## config.mk

```make
export PLATFORM = sky130hd
export DESIGN_NAME = hsfifo_ctrl
export DESIGN_NICKNAME = d
export VERILOG_FILES = /design/src/rtl/hsf_pkg.sv /design/src/rtl/hsf_occupancy.sv /design/src/rtl/hsf_trigger.sv /design/src/rtl/hsfifo_ctrl.sv
export SDC_FILE = /design/constraint.sdc
export NUM_CORES = 1
export LEC_CHECK = 0
export ABC_AREA = 1
export ABC_CLOCK_PERIOD_IN_PS = 8400
export BUFFER_PORTS_ARGS = -buffer_cell sky130_fd_sc_hd__clkbuf_2
export CELL_PAD_IN_SITES_DETAIL_PLACEMENT = 1
export CELL_PAD_IN_SITES_GLOBAL_PLACEMENT = 2
export CORE_UTILIZATION = 30
export DETAILED_ROUTE_END_ITERATION = 12
export PLACE_DENSITY_LB_ADDON = 0.1
export SYNTH_ARGS = -nofsm -noshare
export SYNTH_HDL_FRONTEND = slang
export SYNTH_HIERARCHICAL = 1
export SYNTH_SLANG_ARGS = --single-unit
```

## constraint.sdc

```tcl
create_clock -name clk -period 8.4 [get_ports clk]
set_input_delay 0.84 -clock clk [delete_from_list [all_inputs] [get_ports clk]]
set_output_delay 0.84 -clock clk [all_outputs]
set_load 0.005 [all_outputs]
```

## src/rtl/hsf_pkg.sv

```systemverilog
package hsf_pkg;
   // Which side of the FIFO the host updates in blocks
   typedef enum logic {
      SIDE_TX = 1'b0,   // host adds by commit, engine pops
      SIDE_RX = 1'b1    // engine pushes, host removes by release
   } fifo_side_e;
endpackage

```

## src/rtl/hsf_occupancy.sv

```systemverilog
module hsf_occupancy #(
   parameter int                  PTR_W  = 10,
   parameter int                  USABLE = 1020,
   parameter hsf_pkg::fifo_side_e SIDE   = hsf_pkg::SIDE_TX
) (
   input  logic             clk,
   input  logic             rst_n,
   input  logic             host_vld,
   input  logic [PTR_W-1:0] host_cnt,
   input  logic             eng_strb,
   output logic [PTR_W-1:0] fill,
   output logic [PTR_W-1:0] wptr,
   output logic [PTR_W-1:0] rptr,
   output logic             err
);
   localparam int          XW       = PTR_W + 1;
   localparam logic [XW-1:0] USABLE_X = XW'(USABLE);

   if (USABLE >= (1 << PTR_W)) begin : g_bad_usable
      $error("hsf_occupancy: USABLE must be below the pointer range");
   end

   logic [XW-1:0] fill_x, host_x, limit_x, take_x, next_x;
   logic          eng_ok, over;
   logic [PTR_W-1:0] wadv, radv;

   assign fill_x = {1'b0, fill};
   assign host_x = {1'b0, host_cnt};

   if (SIDE == hsf_pkg::SIDE_TX) begin : g_tx
      // host adds bytes, limit is free space; engine removes
      always_comb begin
         limit_x = USABLE_X - fill_x;
         eng_ok  = eng_strb && (fill != '0);
         next_x  = fill_x + take_x - {{PTR_W{1'b0}}, eng_ok};
         wadv    = take_x[PTR_W-1:0];
         radv    = {{(PTR_W-1){1'b0}}, eng_ok};
      end
   end else begin : g_rx
      // engine adds bytes, host removes up to the current fill
      always_comb begin
         limit_x = fill_x;
         eng_ok  = eng_strb && (fill_x < USABLE_X);
         next_x  = fill_x + {{PTR_W{1'b0}}, eng_ok} - take_x;
         wadv    = {{(PTR_W-1){1'b0}}, eng_ok};
         radv    = take_x[PTR_W-1:0];
      end
   end

   always_comb begin
      over   = host_vld && (host_x > limit_x);
      take_x = !host_vld ? '0 : (over ? limit_x : host_x);
   end

   always_ff @(posedge clk) begin
      if (!rst_n) begin
         fill <= '0;
         wptr <= '0;
         rptr <= '0;
         err  <= 1'b0;
      end else begin
         fill <= next_x[PTR_W-1:0];
         wptr <= wptr + wadv;
         rptr <= rptr + radv;
         if (over) err <= 1'b1;
      end
   end
endmodule

```

## src/rtl/hsf_trigger.sv

```systemverilog
module hsf_trigger #(
   parameter int PTR_W      = 10,
   parameter int USABLE     = 1020,
   parameter int LVL_W      = 3,
   parameter int LVL_SHIFT  = 2
) (
   input  logic [PTR_W-1:0] tx_fill,
   input  logic [PTR_W-1:0] rx_fill,
   input  logic [LVL_W-1:0] tx_lvl,
   input  logic [LVL_W-1:0] rx_lvl,
   output logic             tx_space_req,
   output logic             rx_data_req
);
   localparam int            XW       = PTR_W + 1;
   localparam logic [XW-1:0] USABLE_X = XW'(USABLE);

   if (LVL_SHIFT + (1 << LVL_W) - 1 >= XW) begin : g_bad_lvl
      $error("hsf_trigger: largest threshold exceeds count width");
   end

   logic [XW-1:0] tx_thr, rx_thr, tx_room;

   always_comb begin
      tx_thr       = XW'(1) << (32'(tx_lvl) + LVL_SHIFT);
      rx_thr       = XW'(1) << (32'(rx_lvl) + LVL_SHIFT);
      tx_room      = USABLE_X - {1'b0, tx_fill};
      tx_space_req = (tx_room >= tx_thr);
      rx_data_req  = ({1'b0, rx_fill} >= rx_thr);
   end
endmodule

```

## src/rtl/hsfifo_ctrl.sv

```systemverilog
module hsfifo_ctrl #(
   parameter int PTR_W     = 10,
   parameter int USABLE    = 1020,
   parameter int LVL_W     = 3,
   parameter int LVL_SHIFT = 2,
   parameter int FILL_LSB  = 16
) (
   input  logic             clk,
   input  logic             rst_n,
   input  logic             tx_commit_vld,
   input  logic [PTR_W-1:0] tx_commit_cnt,
   input  logic             rx_release_vld,
   input  logic [PTR_W-1:0] rx_release_cnt,
   input  logic             tx_pop,
   input  logic             tx_shift_busy,
   input  logic             rx_push,
   input  logic [LVL_W-1:0] tx_lvl,
   input  logic [LVL_W-1:0] rx_lvl,
   output logic [PTR_W-1:0] tx_fill,
   output logic [PTR_W-1:0] tx_wptr,
   output logic [PTR_W-1:0] tx_rptr,
   output logic [PTR_W-1:0] rx_fill,
   output logic [PTR_W-1:0] rx_wptr,
   output logic [PTR_W-1:0] rx_rptr,
   output logic [31:0]      tx_ctrl_rdata,
   output logic             tx_space_req,
   output logic             rx_data_req,
   output logic             tx_empty,
   output logic             tx_commit_err,
   output logic             rx_release_err
);
   if (PTR_W > FILL_LSB || FILL_LSB + PTR_W > 32) begin : g_bad_layout
      $error("hsfifo_ctrl: readback fields overlap or overflow 32 bits");
   end

   hsf_occupancy #(.PTR_W(PTR_W), .USABLE(USABLE), .SIDE(hsf_pkg::SIDE_TX)) u_tx (
      .clk      (clk),
      .rst_n    (rst_n),
      .host_vld (tx_commit_vld),
      .host_cnt (tx_commit_cnt),
      .eng_strb (tx_pop),
      .fill     (tx_fill),
      .wptr     (tx_wptr),
      .rptr     (tx_rptr),
      .err      (tx_commit_err)
   );

   hsf_occupancy #(.PTR_W(PTR_W), .USABLE(USABLE), .SIDE(hsf_pkg::SIDE_RX)) u_rx (
      .clk      (clk),
      .rst_n    (rst_n),
      .host_vld (rx_release_vld),
      .host_cnt (rx_release_cnt),
      .eng_strb (rx_push),
      .fill     (rx_fill),
      .wptr     (rx_wptr),
      .rptr     (rx_rptr),
      .err      (rx_release_err)
   );

   hsf_trigger #(.PTR_W(PTR_W), .USABLE(USABLE), .LVL_W(LVL_W), .LVL_SHIFT(LVL_SHIFT)) u_trig (
      .tx_fill      (tx_fill),
      .rx_fill      (rx_fill),
      .tx_lvl       (tx_lvl),
      .rx_lvl       (rx_lvl),
      .tx_space_req (tx_space_req),
      .rx_data_req  (rx_data_req)
   );

   always_comb begin
      tx_ctrl_rdata                      = '0;
      tx_ctrl_rdata[FILL_LSB +: PTR_W]   = tx_fill;
      tx_ctrl_rdata[0 +: PTR_W]          = tx_wptr;
      tx_empty                           = (tx_fill == '0) && !tx_shift_busy;
   end
endmodule

```

# --- Word level (Yosys, flattened, before mapping) ---
# Index checks and enable logic that the tools add are counted.
totals:
  reg_bits: 62
  inputBits: 33
  out_inout_bits: 97
  wordCells: 38
classes:
  addsub: 11
  n_lt_le_gt_ge: 5
  shift: 2
  mux: 4
  n_reduce_logical: 8
op_table:
  columns: ["cell", "n"]
  rows:
  - ["$shl 1x32->11 const A", 2]
  - ["$mux 10", 4]
  - ["$add 10x1->10", 3]
  - ["$add 10x10->10", 3]
  - ["$ge 10x11->1", 1]
  - ["$ge 11x11->1", 1]
  - ["$gt 10x11->1", 1]
  - ["$sub 10x10->11 const A", 1]
  - ["$gt 10x10->1", 1]
  - ["$logic_not 10->1", 1]
  - ["$lt 10x10->1 const B", 1]
  - ["$reduce_bool 10->1", 1]
  - ["$sub 10x1->10", 1]
  - ["$sub 10x10->10", 1]
  - ["$add 3x2->4 const B", 2]
  - ["$logic_and 1x1->1", 5]
  - ["$logic_not 1->1", 1]

# --- Depth between registers and ports, before layout ---
logic_depth:
  word_depth: 7
  ltp_mapped: 32
  ltp_nobuf: 32

# --- By module ---
# The synthesis kept the hierarchy.
modules_own_cells:
  columns: ["module", "instances", "cells_each", "area_per_inst_um2", "seq_area_each_um2"]
  rows:
  - ["hsf_occupancy at u_tx", 1, 380, 2577.5, 620.6]
  - ["hsf_occupancy at u_rx", 1, 341, 2382.3, 620.6]
  - ["hsf_trigger", 1, 173, 915.9, 0.0]
  - ["hsfifo_ctrl", 1, 49, 306.5, 0.0]

# --- Worst setup path after synthesis ---
# OpenSTA, ideal clock, no wires.
synth_path:
  path_kind: "register to register"
  startpoint: "reg u_tx.fill[0]"
  endpoint: "reg u_tx.fill[8]"
  setup_ns: 0.115
  arrival_ns: 4.009
  required_ns: 8.285
  slack_ns: 4.276
  stages_incl_launch_ff: 32
  n_path_buf: 1
  synth_period_minus_slack_ns: 4.124
  path_cell_list: "dfxtp_1 -> inv_1 -> ha_1 -> nor2_4 -> nand2_2 -> nor3_1 -> xor2_1 -> ha_1 -> nand2_1 -> nor2_1 -> nand3b_1 -> nand2_1 -> nor2_2 -> nand2_4 -> inv_6 -> buf_8 -> nor2_2 -> nor2_1 -> nand2_2 -> ha_1 -> inv_1 -> ha_1 -> a21oi_1 -> nand2_1 -> nand2_1 -> nand2_1 -> a21oi_1 -> nor2_1 -> o21ai_0 -> nand3_1 -> nand2_1 -> nor2_1"
synth_between:
  elab_chain_len: 7
  word_cells_on_any_way: 9
  cone_classes: "3 x add/sub; 1 x order compare; 2 x mux; 3 x reduce/logical"
synth_lines:
  columns: ["element", "line_no", "rtl"]
  rows:
  - ["from (decl)", "hsf_occupancy.sv:11", "output logic [PTR_W-1:0] fill,"]
  - ["from (signal assigned)", "hsf_occupancy.sv:62", "fill <= next_x[PTR_W-1:0];"]
  - ["$sub 10x10->11", "hsf_occupancy.sv:33", "limit_x = USABLE_X - fill_x;"]
  - ["$gt 10x11->1", "hsf_occupancy.sv:51", "over = host_vld && (host_x > limit_x);"]
  - ["$logic_and 1x1->1", "hsf_occupancy.sv:51", null]
  - ["$mux 10 (2 in series)", "hsf_occupancy.sv:52", "take_x = !host_vld ? '0 : (over ? limit_x : host_x);"]
  - ["$add 10x10->10", "hsf_occupancy.sv:35", "next_x = fill_x + take_x - {{PTR_W{1'b0}}, eng_ok};"]
  - ["$sub 10x1->10 (*)", "hsf_occupancy.sv:35", null]
# Every way passes the cells marked *; elsewhere a longest branch is shown, timed or not.
# A chain may end at the register's enable or synchronous reset.

# --- Worst setup path in the final report ---
# Same ends and word-level chain as after synthesis.

==> flow_metrics.py <==
metrics = {
    "sta": {
        "rsz0062_at_grt": "false",
        "tns_ns": 0,
        "holdWs_ns": 0.464,
        "tightest_slew_ns": 0.582,
        "hold_violations": 0,
        "finalSetupViolCount": 0,
        "maxSlewViolCount": 0,
        "fmax_mhz": 213,
        "min_period_ns": 4.69,
        "max-slew-margin-rel": 0.612,
        "fin_crit_sh": 0.559,
        "fin_skew_ns": 0.00622,
    },
    "worst_setup_path": {
        "critPathMaxStageDelay_ns": 0.57,
        "cp_data_arrival_time_ns": 4.92,
        "cp-end-kind": "flip-flop",
        "required_ns": 8.63,
        "worstPathMaxFanout": 10,
        "slowest_stage": "dfxtp_1",
        "criticalPathCategory": "reg -> reg",
        "cp-start-kind": "flip-flop",
    },
    "run_status": {
        "outcome": "complete, but fails checks",
        "violations": "DRC",
    },
    "grt": {
        "grtUsageTotal": 0.177,
        "grt_max_degree": 55,
        "grt_pass1_vias": 6107,
        "antenna_found_initial": 0,
        "gr-total-overflow": 0,
        "grt_pass1_wl_um": 30300,
    },
    "power_and_ir_drop": {
        "combPwrFrac": 0.613,
        "seqPwrFrac": 0.215,
        "peakVddDrop_v": 0.000115,
        "clock_power_share": 0.172,
        "p_sw_w": 0.00118,
        "leakage_nw": 3.82,
        "cellPowerDensity_nw_per_um2": 333,
        "internal_power_w": 0.00121,
        "p_sw_frac": 0.492,
    },
    "floorplan": {
        "core_um2": 20200,
        "dieArea_um2": 21200,
        "ioPinCount": 130,
        "row_count": 52,
        "die_h_um": 146,
        "initial_core_util": 0.306,
        "die_w_um": 146,
    },
    "placed_design": {
        "gp_congestion": 0.768,
        "dp_hpwl_um": 14700,
        "numPortBuffers": 117,
    },
    "yosys": {
        "synth_edf_count": 0,
        "avgSynthCellArea_um2": 6.56,
        "synth_top_area_cell": "ha_1",
        "synth_cells": 943,
        "syn_area_um2": 6180,
        "yosysSeqAreaShare": 0.201,
        "ys_types": 43,
        "synth_ff_type": "dfxtp_1",
        "synthTopCellsByArea": "ha_1 20%, dfxtp_1 20%, nand2_1 12%",
        "synth_top_area_share": 0.202,
        "synthArstFlopShare": 0,
        "ys_ff_latch": 62,
        "yosysWarnings": 6,
    },
    "clock_network": {
        "cts_made_buffers": 9,
        "cts.sinks": 62,
        "root_buffer": "clkbuf_16",
        "insertion_delay_ns": 0.34,
        "htree_levels": 3,
        "cts_buffer_depth": 2,
        "cts_tree": "done",
        "hold_buffers": 0,
        "cts_resized": 0,
        "cts_setup_buffers": 0,
        "cts.clk_slew.worst_paths_ns": 0.06,
    },
    "cells_and_area": {
        "nFillCells": 2671,
        "syn_to_final_growth_pct": 16.1,
        "drive_gt1_frac": 0.160,
        "nets": 1178,
        "antenna_cells": 0,
    },
    "detailed_routing": {
        "drc": 1,
        "wl_per_cell_um": 13.4,
        "dr.pass1.iters": 8,
        "totalWireLength_um": 17700,
        "dr.first_iter.drc_count": 205,
        "drt.antenna.violating_nets": 0,
        "num_vias": 6008,
        "viasPerCell": 4.57,
    },
    "min_path": {
        "hold_class": "reg -> reg",
    },
    "flow_run": {
        "maxCapViolCount": 0,
    },
}
-- cells in the mapped netlist, types with 3 or more instances --
| master | instances |
|---|---|
| nand2_1 | 192 |
| inv_1 | 184 |
| ha_1 | 100 |
| nor2_1 | 91 |
| a21oi_1 | 73 |
| dfxtp_1 | 62 |
| nand3_1 | 47 |
| o21ai_0 | 47 |
| buf_4 | 32 |
| nor3_1 | 13 |
| nand2_2 | 11 |
| xor2_1 | 11 |
| o21ai_1 | 9 |
| nor2_2 | 8 |
| nand4_1 | 5 |
| buf_2 | 4 |
| fa_1 | 4 |
| nand3_2 | 4 |
| nand3b_1 | 4 |
| a31oi_1 | 3 |
| clkbuf_1 | 3 |
| nand2_4 | 3 |
| nor2_4 | 3 |
| nor4_1 | 3 |
| xnor2_1 | 3 |
-- kinds of logic (layout without fill, tap and decap cells) --
logic type	count (synthesis)	in the layout	synth area share
flip-flops	62	62	0.201
buffers and inverters	228	320	0.163
XOR/XNOR	14	14	0.0198
AND/OR/NAND/NOR	391	391	0.279
adder cells (fa/ha/maj)	104	104	0.215
other	1	12	0.000607
AO/OA/AOI/OAI	143	143	0.122
-- state kept, by name, indices dropped and copies added (netlist names) --
signal / cells
u_rx/fill: 10
u_rx/rptr: 10
u_rx/wptr: 10
u_tx/fill: 10
u_tx/rptr: 10
u_tx/wptr: 10
u_rx/err: 1
u_tx/err: 1
-- critical path: cells and delay by family (launching register included) --
| family | cells | cell delay [ns] |
|---|---|---|
| flops | 1 | 0.57 |
| buf+inv | 5 | 0.41 |
| simple gates | 15 | 1.42 |
| xor+xnor | 1 | 0.21 |
| fa+ha+maj | 5 | 1.37 |
| compound gates | 4 | 0.58 |
-- power groups by stage --
stage                     Clock, W  Combinational [W]  Sequential, W
final                     0.000412            0.00146       0.000513
after global routing      0.000442            0.00172       0.000535
after detailed placement         0            0.00148       0.000527
after floorplan                  0            0.00109       0.000487
after global placement           0            0.00147       0.000522
after CTS                 0.000429            0.00149       0.000521
-- stage by stage --
stage	power (W)	cell area (µm²)	util	worst slack (ns)	cells
after floorplan	0.00158	6220	-	4.28	954
after global placement	0.00200	6850	0.339	3.81	1300
after detailed placement	0.00200	6850	0.339	3.66	1300
after CTS	0.00244	7180	0.355	3.64	1316
after global routing	0.00270	7180	0.355	3.10	1316
final	0.00239	7180	0.355	3.71	1316
-- per-layer routing --
layer  track usage  vias to the layer above  wire length (µm)
li1              -                     3155                 -
met1         0.221                     2747              8260
met2         0.317                       96              8620
met3        0.0335                       10               656
met4        0.0316                        0               122
met5             0                        -                 0
-- final timing paths --
path | start | to | slack [ns] | depth (start not counted)
worst max register to register | u_tx/fill[0] | u_tx/fill[8] | 3.71 | 30
worst max-delay path | u_tx/fill[0] | u_tx/fill[8] | 3.71 | 30
worst min-delay path | u_rx/err | u_rx/err | 0.46 | 2
worst min register to register | u_rx/err | u_rx/err | 0.46 | 2
-- layout make-up --
cell class | instances | area (µm²) | share of cell area
clock inverter | 6 | 93.8 | 0.0131
inverter | 186 | 703 | 0.0980
multi-input combinational | 664 | 3980 | 0.554
timing repair buffer | 118 | 593 | 0.0827
sequential | 62 | 1240 | 0.173
tap | 270 | 338 | 0.0471
clock buffer | 10 | 229 | 0.0319
-- placed cells by master, fill, tap and decap left out, types with 3 or more instances in the layout --
master     count
ha_1         100
inv_1        184
nor2_4         3
nand4_1        5
nand2_1      192
clkbuf_16      9
dfxtp_1       62
nor2_2         8
a31oi_1        3
clkbuf_2     117
nand3b_1       4
a21oi_1       73
xnor2_1        3
xor2_1        11
nand2_2       11
o21ai_0       47
fa_1           4
nor3_1        13
conb_1        12
nor2_1        91
nand2_4        3
nand3_2        4
nand3_1       47
o21ai_1        9
nor4_1         3
(Power assumes the default switching activity.)
